===== src/rtl/hdlc_tx_pkg.sv =====
// Shared types and helpers for the HDLC transmit framer.
// Assumes bytes are sent least significant bit first.
package hdlc_tx_pkg;

    // Kind of 8- or 16-bit symbol currently being shifted out
    typedef enum logic [2:0] {
        K_IDLE1, K_IDLEF, K_OPEN, K_DATA, K_FCS, K_CLOSE, K_ABORT, K_RAW
    } sym_kind_t;

    // One queued byte with its two tags
    typedef struct packed {
        logic       eop;
        logic       abrt;
        logic [7:0] data;
    } tx_entry_t;

    localparam logic [7:0]  FLAG_PAT  = 8'h7E;
    localparam logic [7:0]  ABORT_PAT = 8'hFE;   // LSB first: 0 then seven 1s
    localparam logic [15:0] CRC_POLY  = 16'h8408; // bit-reversed 0x1021
    localparam logic [15:0] CRC_INIT  = 16'hFFFF;

    // Advance the bit-reversed CRC over one byte, LSB first
    function automatic logic [15:0] crc_byte(input logic [15:0] c, input logic [7:0] d);
        logic [15:0] r;
        r = c;
        for (int i = 0; i < 8; i++) begin
            if (r[0] ^ d[i]) r = (r >> 1) ^ CRC_POLY;
            else             r = r >> 1;
        end
        return r;
    endfunction

endpackage


===== src/rtl/hdlc_tx_fifo.sv =====
// Tagged byte queue. A write into a full queue replaces the newest entry.
// Assumes DEPTH is a power of two.
module hdlc_tx_fifo
    import hdlc_tx_pkg::*;
#(
    parameter int DEPTH = 16,
    localparam int AW = $clog2(DEPTH),
    localparam int CW = AW + 1
) (
    input  logic      clk,
    input  logic      rst_n,
    input  logic      wr_en,
    input  tx_entry_t wr_entry,
    input  logic      pop,
    output tx_entry_t head,
    output logic      empty,
    output logic [CW-1:0] fill
);
    tx_entry_t       mem [DEPTH];
    logic [AW-1:0]   wr_ptr, rd_ptr;
    logic            full, push_new, do_pop;

    assign full     = (fill == CW'(DEPTH));
    assign empty    = (fill == '0);
    assign push_new = wr_en && !full;
    assign do_pop   = pop && !empty;
    assign head     = mem[rd_ptr];

    // Storage: new slot normally, newest slot when full
    always_ff @(posedge clk) begin
        if (wr_en) mem[full ? AW'(wr_ptr - 1'b1) : wr_ptr] <= wr_entry;
    end

    // Pointer and fill bookkeeping
    always_ff @(posedge clk) begin
        if (!rst_n) begin
            wr_ptr <= '0;
            rd_ptr <= '0;
            fill   <= '0;
        end else begin
            if (push_new) wr_ptr <= AW'(wr_ptr + 1'b1);
            if (do_pop)   rd_ptr <= AW'(rd_ptr + 1'b1);
            case ({push_new, do_pop})
                2'b10:   fill <= CW'(fill + 1'b1);
                2'b01:   fill <= CW'(fill - 1'b1);
                default: fill <= fill;
            endcase
        end
    end
endmodule


===== src/rtl/hdlc_tx_serial.sv =====
// Symbol sequencer and bit serializer. Chooses the next 8- or 16-bit symbol
// at each symbol end, shifts it out LSB first on bit_en, stuffs zeros
// after five ones in data and check bits, and keeps the running CRC.
// Assumes the queue head is valid whenever empty is low.
module hdlc_tx_serial
    import hdlc_tx_pkg::*;
(
    input  logic      clk,
    input  logic      rst_n,
    input  logic      bit_en,
    input  logic      trans_mode,
    input  logic      idle_flags,
    input  tx_entry_t head,
    input  logic      empty,
    output logic      pop,
    output logic      tx_bit,
    output logic      eop_sent,
    output logic      underrun
);
    sym_kind_t   kind, nk;
    logic [15:0] sh, nsh, crc, ncrc;
    logic [3:0]  cnt;
    logic [2:0]  ones;
    logic [1:0]  pkt, npkt;
    logic        last_eop, neop;
    logic        stuff, last_bit, stuffable, sym_end, eop_done, uflow;
    sym_kind_t   idle_k;
    logic [15:0] idle_sh;

    assign stuff     = (ones == 3'd5);
    assign stuffable = (kind == K_DATA) || (kind == K_FCS);
    assign last_bit  = (cnt == ((kind == K_FCS) ? 4'd15 : 4'd7));
    assign sym_end   = bit_en && !stuff && last_bit;
    assign idle_k    = idle_flags ? K_IDLEF : K_IDLE1;
    assign idle_sh   = idle_flags ? {8'h00, FLAG_PAT} : 16'h00FF;

    // Next-symbol decision, evaluated at the end of each symbol
    always_comb begin
        nk = kind; nsh = sh; ncrc = crc; npkt = pkt; neop = last_eop;
        pop = 1'b0; uflow = 1'b0; eop_done = 1'b0;
        if (sym_end) begin
            eop_done = (kind == K_CLOSE);
            if (trans_mode) begin
                if (!empty) begin pop = 1'b1; nk = K_RAW; nsh = {8'h00, head.data}; end
                else begin nk = K_IDLE1; nsh = 16'h00FF; end
            end else begin
                unique case (kind)
                    K_DATA: begin
                        if (last_eop) begin
                            nk = K_FCS; nsh = ~crc;
                        end else if (empty) begin
                            nk = K_ABORT; nsh = {8'h00, ABORT_PAT}; uflow = 1'b1;
                        end else begin
                            pop = 1'b1;
                            if (head.abrt && pkt == 2'd2) begin
                                nk = K_ABORT; nsh = {8'h00, ABORT_PAT};
                            end else begin
                                nk   = K_DATA; nsh = {8'h00, head.data};
                                ncrc = crc_byte(crc, head.data);
                                npkt = (pkt == 2'd2) ? 2'd2 : 2'(pkt + 1'b1);
                                neop = head.eop;
                            end
                        end
                    end
                    K_FCS: begin nk = K_CLOSE; nsh = {8'h00, FLAG_PAT}; end
                    K_OPEN, K_CLOSE, K_IDLEF: begin
                        if (empty) begin nk = idle_k; nsh = idle_sh; end
                        else begin
                            pop  = 1'b1;
                            nk   = K_DATA; nsh = {8'h00, head.data};
                            ncrc = crc_byte(CRC_INIT, head.data);
                            npkt = 2'd1;
                            neop = head.eop;
                        end
                    end
                    default: begin
                        if (empty) begin nk = idle_k; nsh = idle_sh; end
                        else begin nk = K_OPEN; nsh = {8'h00, FLAG_PAT}; end
                    end
                endcase
            end
        end
    end

    // Status pulses: one cycle, raised only by a symbol-ending tick
    always_ff @(posedge clk) begin
        if (!rst_n) begin
            eop_sent <= 1'b0;
            underrun <= 1'b0;
        end else begin
            eop_sent <= eop_done;
            underrun <= uflow;
        end
    end

    // Bit shifting, zero stuffing and symbol load
    always_ff @(posedge clk) begin
        if (!rst_n) begin
            kind <= K_IDLE1; sh <= 16'h00FF; cnt <= '0; ones <= '0;
            crc <= CRC_INIT; pkt <= '0; last_eop <= 1'b0; tx_bit <= 1'b1;
        end else if (bit_en) begin
            if (stuff) begin
                tx_bit <= 1'b0;
                ones   <= '0;
            end else begin
                tx_bit <= sh[0];
                ones   <= (stuffable && sh[0]) ? 3'(ones + 1'b1) : 3'd0;
                if (last_bit) begin
                    kind <= nk; sh <= nsh; cnt <= '0;
                    crc <= ncrc; pkt <= npkt; last_eop <= neop;
                end else begin
                    sh  <= sh >> 1;
                    cnt <= 4'(cnt + 1'b1);
                end
            end
        end
    end
endmodule


===== src/rtl/hdlc_tx_framer.sv =====
// Top of the HDLC transmit framer: tagged byte queue plus serializer.
// Assumes the host holds wr_en for one cycle per byte.
module hdlc_tx_framer
    import hdlc_tx_pkg::*;
#(
    parameter int FIFO_DEPTH = 16,
    localparam int FILL_W = $clog2(FIFO_DEPTH) + 1
) (
    input  logic       clk,
    input  logic       rst_n,
    input  logic       wr_en,
    input  logic [7:0] wr_data,
    input  logic       wr_eop,
    input  logic       wr_abort,
    input  logic       trans_mode,
    input  logic       idle_flags,
    input  logic       bit_en,
    output logic       tx_bit,
    output logic       eop_sent,
    output logic       underrun
);
    tx_entry_t          wr_entry, head;
    logic               empty, pop;
    logic [FILL_W-1:0]  fifo_fill;

    assign wr_entry = '{eop: wr_eop, abrt: wr_abort, data: wr_data};

    hdlc_tx_fifo #(.DEPTH(FIFO_DEPTH)) u_fifo (
        .clk(clk), .rst_n(rst_n), .wr_en(wr_en), .wr_entry(wr_entry),
        .pop(pop), .head(head), .empty(empty), .fill(fifo_fill)
    );

    hdlc_tx_serial u_serial (
        .clk(clk), .rst_n(rst_n), .bit_en(bit_en), .trans_mode(trans_mode),
        .idle_flags(idle_flags), .head(head), .empty(empty), .pop(pop),
        .tx_bit(tx_bit), .eop_sent(eop_sent), .underrun(underrun)
    );
endmodule


===== config.mk =====
export PLATFORM = sky130hd
export DESIGN_NAME = hdlc_tx_framer
export DESIGN_NICKNAME = d
export VERILOG_FILES = /design/src/rtl/hdlc_tx_pkg.sv /design/src/rtl/hdlc_tx_fifo.sv /design/src/rtl/hdlc_tx_serial.sv /design/src/rtl/hdlc_tx_framer.sv
export SDC_FILE = /design/constraint.sdc
export NUM_CORES = 1
export LEC_CHECK = 0
export BUFFER_PORTS_ARGS = -buffer_cell sky130_fd_sc_hd__clkbuf_2
export CAP_MARGIN = 25
export CORE_MARGIN = 4
export CORE_UTILIZATION = 60
export DETAILED_ROUTE_END_ITERATION = 7
export PLACE_DENSITY = 0.77
export RECOVER_POWER = 25
export SYNTH_ARGS = -nofsm -noshare
export SYNTH_HDL_FRONTEND = slang
export SYNTH_SLANG_ARGS = --single-unit

===== constraint.sdc =====
create_clock -name clk -period 3.6 [get_ports clk]
set_clock_uncertainty 0.15 [all_clocks]
set_input_delay 0.54 -clock clk [delete_from_list [all_inputs] [get_ports clk]]
set_output_delay 0.54 -clock clk [all_outputs]
set_load 0.01 [all_outputs]

# After elaboration in Yosys (flattened, before gate mapping)
# Memories as Yosys holds them, arrays and structs flattened. A register that Yosys moved wholly into a read port is not among the register bits.
# Index checks and enable logic that the tools add are counted.
# classes
n_addsub	8
n_eq_ne	16
bitwise_logic	36
reduce_logical	21
n_mux	139
# ops
cell	count
2-to-1 mux 16 bit	97
case mux 16 bit (3 select lines)	1
NOT 2 -> 3 bit	15
case mux 16 bit (2 select lines)	1
2-to-1 mux 3 bit	9
2-to-1 mux 8 bit	3
2-to-1 mux 4 bit	5
NOT 16 bit	1
bitwise XOR 1 bit	15
2-to-1 mux 1 bit	13
adder 4 x 1 -> 4 bit, second input constant	3
2-to-1 mux 2 bit	5
!= test 2 bit, second input constant	5
case mux 5 bit (2 select lines)	1
AND reduction 10 bit	1
== test 3 bit, second input constant	3
case mux 3 bit (3 select lines)	1
AND reduction 7 bit	1
== test 3 x 2 -> 1 bit, second input constant	2
logical AND 1 bit	6
adder 5 x 1 -> 5 bit, second input constant	1
== test 5 bit, second input constant	1
zero test 5 bit	1
NOT 1 bit	5
other kinds (18)	24
# totals
ramBits	160
out_inout_bits	3
elab_cells	234
ff_bits	61
input_bits	16
memories	1
# mem_list
name	depth	word_bits	read_ports	rd_clocked_by_memory_dff	wr	line	rtl
u_fifo.mem	16	10	1	1	1	hdlc_tx_fifo.sv:19	tx_entry_t mem [DEPTH];

# Logic depth before layout (Yosys ltp)
# Gate-level depths: netlist (run 1).
# logic_depth
word_depth	62
ltp_mapped	13
mapped_depth_nobuf	12

# Hierarchy
# From an unflattened synthesis (run 1), not the netlist that was laid out.
# unflattened
cells_unflattened	735
hier_area_um2	10233.6
# modules_own_cells
module	instances	area_per_inst_um2	cells_each	seq_area_each_um2
hdlc_tx_fifo	1	7146.9	365	5144.9
hdlc_tx_serial	1	3086.7	370	960.9

# Worst setup path before layout (run 1)
# No wires, ideal clock.
# synth_path
kind	flip-flop to flip-flop
from	reg u_serial.kind[1]
to	reg u_fifo.fill[4]
t_arrival_ps	2785
t_required_ps	3385
slack_ps	600
synth_period_minus_slack_ps	3000
path_buffers	2
setup_time_ps	65
path_stages_with_launch	14
cell_sequence	dfxtp_1 -> buf_2 -> nor3b_4 -> mux2_2 -> nand4_1 -> inv_2 -> ha_1 -> clkbuf_1 -> xor2_1 -> ha_1 -> a31oi_1 -> a31oi_1 -> or3_1 -> nand4b_1
# synth_via
elab_chain_cells	8
word_cells_on_any_way	17
cone_classes	8 x eq/ne; 5 x mux; 4 x reduce/logical
# synth_lines
element	line	rtl
start: declaration	hdlc_tx_serial.sv:20	sym_kind_t kind, nk;
start signal: assignment	hdlc_tx_serial.sv:99	kind <= K_IDLE1; sh <= 16'h00FF; cnt <= '0; ones <= '0;
start signal: assignment	hdlc_tx_serial.sv:109	kind <= nk; sh <= nsh; cnt <= '0;
== test 3 x 2 -> 1 bit (tied with other cells)	hdlc_tx_serial.sv:47	unique case (kind)
OR reduction 3 bit / 2-to-1 mux 4 bit (equally long branches)	--	
case mux 1 bit (2 select lines) / == test 4 bit (equally long branches)	hdlc_tx_serial.sv:47, hdlc_tx_serial.sv:32	
2-to-1 mux 1 bit / logical AND 1 bit (equally long branches)	hdlc_tx_serial.sv:43, hdlc_tx_serial.sv:33	
2-to-1 mux 1 bit (*)	hdlc_tx_serial.sv:41	if (sym_end) begin
logical AND 1 bit (*)	hdlc_tx_fifo.sv:26	assign do_pop = pop && !empty;
net u_fifo.do_pop	hdlc_tx_fifo.sv:21	logic full, push_new, do_pop;
== test 2 x 1 -> 1 bit / == test 2 bit (equally long branches)	hdlc_tx_fifo.sv:43	case ({push_new, do_pop})
case mux 5 bit (2 select lines) / nonzero test 2 bit (equally long branches)	--	
end signal: assignment	hdlc_tx_fifo.sv:44	2'b10: fill <= CW'(fill + 1'b1);
end signal: assignment	hdlc_tx_fifo.sv:45	2'b01: fill <= CW'(fill - 1'b1);
end signal: assignment	hdlc_tx_fifo.sv:46	default: fill <= fill;
end: declaration	hdlc_tx_fifo.sv:17	output logic [CW-1:0] fill
# The timed path passes the listed nets; every way through them passes the cells marked *.
# A chain may end at the register's enable or synchronous reset.

# Final worst setup path (run 1)
# layout_path
from	reg u_serial.kind[2]
to	reg u_fifo.fill[4]
# The elaborated chain is that of the path after synthesis.

==> results.py, run 1 <==
metrics = {
    "run_status": {
        "status": "finished, final reports clean",
    },
    "drt": {
        "firstDrtPassIters": 5,
        "drcViolationCount": 0,
        "drt.antenna.violating_nets": 0,
        "number_of_vias_in_the_routed_layout": 6227,
        "detail_route.vias_per_cell": 6.03,
        "drt-initial-drc-count": 635,
        "finalWirelength_mm": 21.1,
        "detail_route.wl_per_cell_um": 20.4,
    },
    "cts": {
        "post-cts-setup-buffers": 0,
        "tritoncts.num_buffers": 24,
        "path_clk_slew_ns": 0.05,
        "htreeDepth": 1,
        "ctsRootBufferMaster": "clkbuf_16",
        "hold_buffers": 0,
        "cts_tree": "done",
        "insertion_delay_ns": 0.53,
        "tritoncts_num_sinks": 225,
        "clock_tree.buffer_depth": 3,
        "post_cts_resize_count": 0,
    },
    "global_routing": {
        "wire_length_of_the_first_global_routing_pass_mm": 34.0,
        "number_of_global_route_vias_before_repair": 6296,
        "grt_max_degree": 37,
        "grtUsageTotal_pct": 23.3,
        "antenna_violations_before_repair": 0,
        "grt_remaining_overflow": 0,
    },
    "pwr": {
        "clock_power_share_pct": 37.9,
        "power.switching_w": 0.00175,
        "worst_vdd_drop_mv": 0.469,
        "power.share.combinational_pct": 15.3,
        "cellInternalPower_w": 0.00495,
        "power.switching_fraction_pct": 26.1,
        "powerDensity_nw_per_um2": 594,
        "pwr-share-seq_pct": 46.8,
        "p_leak_nw": 3.77,
    },
    "setup_path": {
        "r2r_setup_slack_ns": 0.26,
        "critical_path.n_buffers_inverters": 1,
        "reg2regPathDepth": 11,
        "cp_data_required_time_ns": 3.90,
        "critical_r2r_capture": "u_fifo.fill[4]",
        "cp_top_family": "simple AND/OR/NAND/NOR gates",
        "worst_setup_path_end_kind": "register",
        "cpMaxStageDelayCell": "dfxtp_1",
        "critical_path.startpoint_type": "register",
        "path_max_fanout": 12,
        "crit_chain": "nor3b_4 > mux2_2 > nand4_1 > inv_2 > ha_1 > xor2_1 > ha_1 > a31oi_1 > a31oi_1 > or3_1 > nand4b_1",
        "regToRegStartpoint": "u_serial.kind[2]",
        "cp.depth": 11,
        "cp.arrival_ns": 3.64,
        "timing.critical_path.slowest_cell_delay_ns": 0.48,
        "timing_worst_setup_path_type": "reg -> reg",
    },
    "hold_path": {
        "hold-path-endpoint": "u_serial.ones[2]",
        "holdCritPathClass": "in -> reg",
        "worstHoldPathCells": 4,
        "worstHoldStart": "bit_en",
    },
    "die": {
        "die_y_um": 137,
        "std_cell_rows": 47,
        "initial_cell_density_of_the_core_pct": 60.9,
        "chipWidth_um": 137,
        "core_area_um2": 16500,
        "die_area_um2": 18900,
        "top_level_ports": 19,
    },
    "yosys": {
        "synthDistinctLibCells": 68,
        "synth-edff-count": 160,
        "postSynthCellCount": 766,
        "yosysSeqAreaShare_pct": 60.7,
        "ys_seq_elements": 225,
        "ys_async_sr_fraction_pct": 0,
        "synth_nets": 792,
        "post_synth_instance_area_um2": 10100,
        "ys_warn_count": 0,
        "synthDominantAreaCellType": "edfxtp_1",
        "synth_ff_type": "edfxtp_1",
        "synth.area.top_cells": "edfxtp_1 (48%), dfxtp_1 (13%), mux4_2 (8.5%)",
        "postSynthAreaPerCell_um2": 13.1,
        "synth_top_area_share_pct": 47.8,
    },
    "timing": {
        "fmax_ghz": 0.299,
        "timing.final.hold_violations": 0,
        "timing_max_transition_violations_final": 0,
        "grt_setup_unrepaired": "false",
        "finalCriticalPeriod_ns": 3.34,
        "timing_worst_slew_pin_value_ns": 0.791,
        "min_period_over_period_pct": 92.8,
        "fin_hold_ws_ns": 0.227,
        "report.final.setup_viol": 0,
        "slew_headroom_pct": 47.3,
        "timing.setup.tns_ns": 0,
    },
    "finish": {
        "mostFrequentLayoutCell": "edfxtp_1",
        "nets_finish": 821,
        "final_layout_size_suffix_gt1_share_pct": 16.7,
        "syn_to_final_growth_pct": 12.0,
        "antenna-diode-count": 0,
        "final_cell_mix": "edfxtp_1 (160), nand2_1 (94), nor2_1 (77), dfxtp_1 (64), mux4_2 (38)",
    },
    "placement": {
        "finalWeightedCongestion": 0.883,
        "dp.final_hpwl_mm": 13.6,
        "place.port_buffers": 18,
    },
    "flow_run": {
        "max-cap-violations": 0,
    },
}
-- tightest hold or removal path, cell delays in order --
cell,delay [ns]
clkbuf_2,0.10
o21ai_0,0.07
a21oi_1,0.07
nor2_1,0.07
-- per-stage QoR --
step | setup WS (ns) | util [%] | area, um^2 | power (W) | instances
after floorplan | 0.600 | - | 10100 | 0.00385 | 766
after global placement | 0.354 | 63.1 | 10400 | 0.00412 | 988
after CTS | 0.214 | 68.2 | 11300 | 0.00672 | 1032
after detailed placement | 0.243 | 63.1 | 10400 | 0.00419 | 988
after global routing | 0.0198 | 68.2 | 11300 | 0.00696 | 1033
final | 0.261 | 68.2 | 11300 | 0.00669 | 1033
-- cell type report --
cell class / count / area (um^2)
fillers: 1138 / 5260
inverters: 15 / 56.3
flip-flops and latches: 225 / 6110
clock buffers: 31 / 677
well taps: 220 / 275
clock inverters: 13 / 158
repair buffers: 49 / 338
multi-input cells: 480 / 3650
-- worst max-delay path by stage --
| stage | from | endpoint | slack, ns |
|---|---|---|---|
| 2_1_floorplan | u_serial.kind[1] | u_fifo.fill[4] | 0.60 |
| 3_3_place_gp | u_serial.kind[2] | u_fifo.fill[4] | 0.35 |
| 3_5_place_dp | u_serial.kind[2] | u_fifo.fill[4] | 0.24 |
| 4_1_cts | u_serial.kind[2] | u_fifo.fill[4] | 0.21 |
| 5_1_grt | u_serial.kind[2] | u_fifo.fill[2] | 0.02 |
| 6_report | u_serial.kind[2] | u_fifo.fill[4] | 0.26 |
-- metal layers --
| layer | GRT usage (%) | share of wire [%] | routed length, um |
|---|---|---|---|
| met3 | 3.43 | 5.3 | 1130 |
| met4 | 4.38 | 1.5 | 321 |
| met1 | 31.8 | 42 | 8770 |
| met5 | 0 | 0 | 0 |
| met2 | 40.5 | 52 | 10900 |
-- synthesized netlist by cell type, types with 5 or more instances --
cell type / instances
a21oi_1: 33
a22oi_1: 10
a31oi_1: 5
buf_2: 9
buf_4: 5
clkbuf_1: 26
dfxtp_1: 65
edfxtp_1: 160
ha_1: 10
inv_1: 11
mux2i_1: 19
mux4_2: 38
nand2_1: 94
nand2b_1: 5
nand3_1: 9
nor2_1: 77
nor3_1: 13
o211ai_1: 14
o21ai_0: 13
o21ai_1: 11
or3_1: 7
xnor2_1: 30
xor2_1: 16
-- power by group through the flow --
stage	combinational [W]	sequential [W]	clock, W
6_report	0.00103	0.00313	0.00253
5_1_grt	0.00113	0.00315	0.00268
4_1_cts	0.00102	0.00313	0.00257
3_5_place_dp	0.00102	0.00318	0
3_3_place_gp	0.000969	0.00315	0
2_1_floorplan	0.000729	0.00313	0
-- cell families (layout without fill, tap and decap cells) --
kind of cell	count (synthesis)	count (layout)	share of synthesized area (%)
flops	225	225	60.7
compound gates	125	125	8.67
mux	62	62	11.4
buf+inv	61	108	3.05
simple gates	233	233	10.3
fa+ha+maj	10	10	1.24
xor+xnor	50	50	4.65
-- state kept, by name, summed over array words and instances (netlist names), named ones only --
| signal | flops |
|---|---|
| u_serial.eop_sent | 1 |
| u_fifo.wr_ptr | 4 |
| u_fifo.fill | 5 |
| u_fifo.mem | 160 |
| u_serial.sh | 16 |
| u_serial.underrun | 1 |
| u_fifo.rd_ptr | 4 |
| u_serial.kind | 3 |
| u_serial.crc | 16 |
| u_serial.last_eop | 1 |
| u_serial.pkt | 2 |
| u_serial.cnt | 4 |
| u_serial.ones | 3 |
| u_serial.tx_bit | 1 |
No activity file was read; power rests on OpenSTA's default activity.
==> run 2: changes to the inputs <==
--- a/config.mk
+++ b/config.mk
@@ -7,6 +7,7 @@
 export LEC_CHECK = 0
 export BUFFER_PORTS_ARGS = -buffer_cell sky130_fd_sc_hd__clkbuf_2
 export CAP_MARGIN = 25
+export CORE_ASPECT_RATIO = 0.6
 export CORE_MARGIN = 4
 export CORE_UTILIZATION = 60
 export DETAILED_ROUTE_END_ITERATION = 7
==> run 2 against run 1 <==
Effect of this change: sequential cell count stayed put; sequential share of layout area increased by 1.1 points; register-to-register slack about the same; non-clock buffer count is 3 lower; via count rose by 3.0%; total power decreased by 5.8%; global-route usage grew 0.81 points; final area shrank 1.9%; clock power is 16% lower; first-iteration DRC count rose by 12%; wire length is 5.9% higher; critical path depth unchanged; largest power group unchanged; highest routed layer unchanged.
==> results.py, run 2 (synthesized netlist as in run 1, its figures left out) <==
metrics = {
    "pwr": {
        "worst_vdd_drop_mv": 0.566,
        "p_leak_nw": 3.66,
        "powerDensity_nw_per_um2": 571,
    },
    "finish": {
        "nets_finish": 815,
        "top_regs": "u_fifo.mem x160, u_serial.crc x16, u_serial.sh x16",
        "fillCellCount": 1126,
        "mostFrequentLayoutCell": "edfxtp_1",
        "syn_to_final_growth_pct": 9.81,
        "final_cell_mix": "edfxtp_1 (160), nand2_1 (94), nor2_1 (77), dfxtp_1 (63), mux4_2 (38)",
        "registers.top_by_ff_count": "u_fifo.mem",
        "antenna-diode-count": 0,
        "number_of_flip_flops_in_the_largest_register": 160,
        "final_layout_size_suffix_gt1_share_pct": 16.4,
    },
    "die": {
        "core_area_um2": 16400,
        "die_y_um": 108,
        "std_cell_rows": 36,
        "top_level_ports": 19,
        "chipWidth_um": 175,
        "die_area_um2": 19000,
        "initial_cell_density_of_the_core_pct": 61.5,
    },
    "placement": {
        "dp.final_hpwl_mm": 15.0,
        "finalWeightedCongestion": 0.918,
        "place.port_buffers": 18,
    },
    "global_routing": {
        "grtUsageTotal_pct": 24.1,
        "number_of_global_route_vias_before_repair": 6236,
        "grt_remaining_overflow": 0,
        "antenna_violations_before_repair": 0,
        "wire_length_of_the_first_global_routing_pass_mm": 35.3,
        "grt_max_degree": 37,
    },
    "drt": {
        "detail_route.wl_per_cell_um": 21.7,
        "drt-initial-drc-count": 713,
        "drt.antenna.violating_nets": 0,
        "number_of_vias_in_the_routed_layout": 6411,
        "drcViolationCount": 0,
        "finalWirelength_mm": 22.4,
        "firstDrtPassIters": 5,
        "detail_route.vias_per_cell": 6.22,
    },
    "timing": {
        "grt_setup_unrepaired": "false",
        "finalCriticalPeriod_ns": 3.33,
        "timing.setup.tns_ns": 0,
        "min_period_over_period_pct": 92.6,
        "slew_headroom_pct": 33.3,
        "report.final.setup_viol": 0,
        "fmax_ghz": 0.300,
        "timing_max_transition_violations_final": 0,
        "timing.final.hold_violations": 0,
        "timing_worst_slew_pin_value_ns": 1.00,
        "fin_hold_ws_ns": 0.233,
    },
    "setup_path": {
        "cp.arrival_ns": 3.63,
        "worst_setup_path_end_kind": "register",
        "path_max_fanout": 12,
        "timing_worst_setup_path_type": "reg -> reg",
        "critical_path.startpoint_type": "register",
        "cp_data_required_time_ns": 3.89,
    },
    "cts": {
        "insertion_delay_ns": 0.51,
        "cts_tree": "done",
        "ctsRootBufferMaster": "clkbuf_16",
        "post-cts-setup-buffers": 0,
        "path_clk_slew_ns": 0.06,
        "clock_tree.buffer_depth": 3,
        "tritoncts.num_buffers": 21,
        "htreeDepth": 1,
        "tritoncts_num_sinks": 225,
    },
    "run_status": {
        "status": "finished, final reports clean",
    },
    "flow_run": {
        "max-cap-violations": 0,
    },
    "hold_path": {
        "holdCritPathClass": "in -> reg",
    },
}
[run 2: cell types whose count changed in the layout (fill, tap and decap cells not counted), sizes merged]
cell      delta
clkbuf       -7
buf          -3
bufinv       -2
inv          +2
clkinv       -1
clkinvlp     +1
[run 2: worst max-delay path, cell delays in order, from the launching register on]
cell,delay [ns]
dfxtp_1,0.42
nor3b_4,0.32
mux2_2,0.48
nand4_1,0.20
inv_2,0.12
ha_1,0.32
xor2_1,0.18
ha_1,0.20
a31oi_2,0.23
a31oi_1,0.16
or3_1,0.38
nand4b_1,0.11
[run 2: repair_timing]
item / CTS / global route
hold buffers: 0 / 0
hold endpoints to repair: 0 / 0
gates resized for setup: 0 / 2
setup endpoints to repair: 0 / 2
[run 2: per-stage QoR]
| step | util (%) | instances | setup slack, ns | cell area, um^2 | total power [W] |
|---|---|---|---|---|---|
| after CTS | 67.6 | 1031 | 0.152 | 11000 | 0.00632 |
| after floorplan | - | 766 | 0.600 | 10100 | 0.00385 |
| after global routing | 67.6 | 1031 | 0.0389 | 11000 | 0.00656 |
| after detailed placement | 63.6 | 994 | 0.174 | 10400 | 0.00422 |
| final | 67.6 | 1031 | 0.267 | 11000 | 0.00631 |
| after global placement | 63.6 | 994 | 0.337 | 10400 | 0.00414 |
[run 2: final timing paths]
kind                            cells past startpoint                to        startpoint  slack, ns
worst min-delay path                                4  u_serial.ones[2]            bit_en       0.23
worst max-delay path                               11    u_fifo.fill[4]  u_serial.kind[0]       0.27
worst min register to register                      2    u_serial.sh[3]    u_serial.sh[3]       0.34
worst max register to register                     11    u_fifo.fill[4]  u_serial.kind[0]       0.27
[run 2: report_power, final]
| part | internal, W | total (W) | switching, W |
|---|---|---|---|
| sequential | 0.00303 | 0.00312 | 0.0000971 |
| clock | 0.00116 | 0.00212 | 0.000956 |
| combinational | 0.000366 | 0.00107 | 0.000702 |
| total | 0.00455 | 0.00631 | 0.00175 |
[run 2: layout make-up]
type                            instances  area (um^2)  share of cell area (%)
Clock buffer                           24          537                    4.86
Sequential cell                       225         6110                    55.3
Multi-Input combinational cell        480         3660                    33.1
Inverter                               15         56.3                   0.510
Tap cell                              228          285                    2.58
Timing Repair Buffer                   46          292                    2.64
Clock inverter                         13          111                    1.01
[run 2: metal layers]
metal / up-vias / wire [um] / global-route usage, %
met3: 39 / 2510 / 5.56
met1: 3159 / 9640 / 36.6
li1: 2893 / - / -
met5: - / 0 / 0
met4: 0 / 348 / 4.09
met2: 320 / 9850 / 36.8
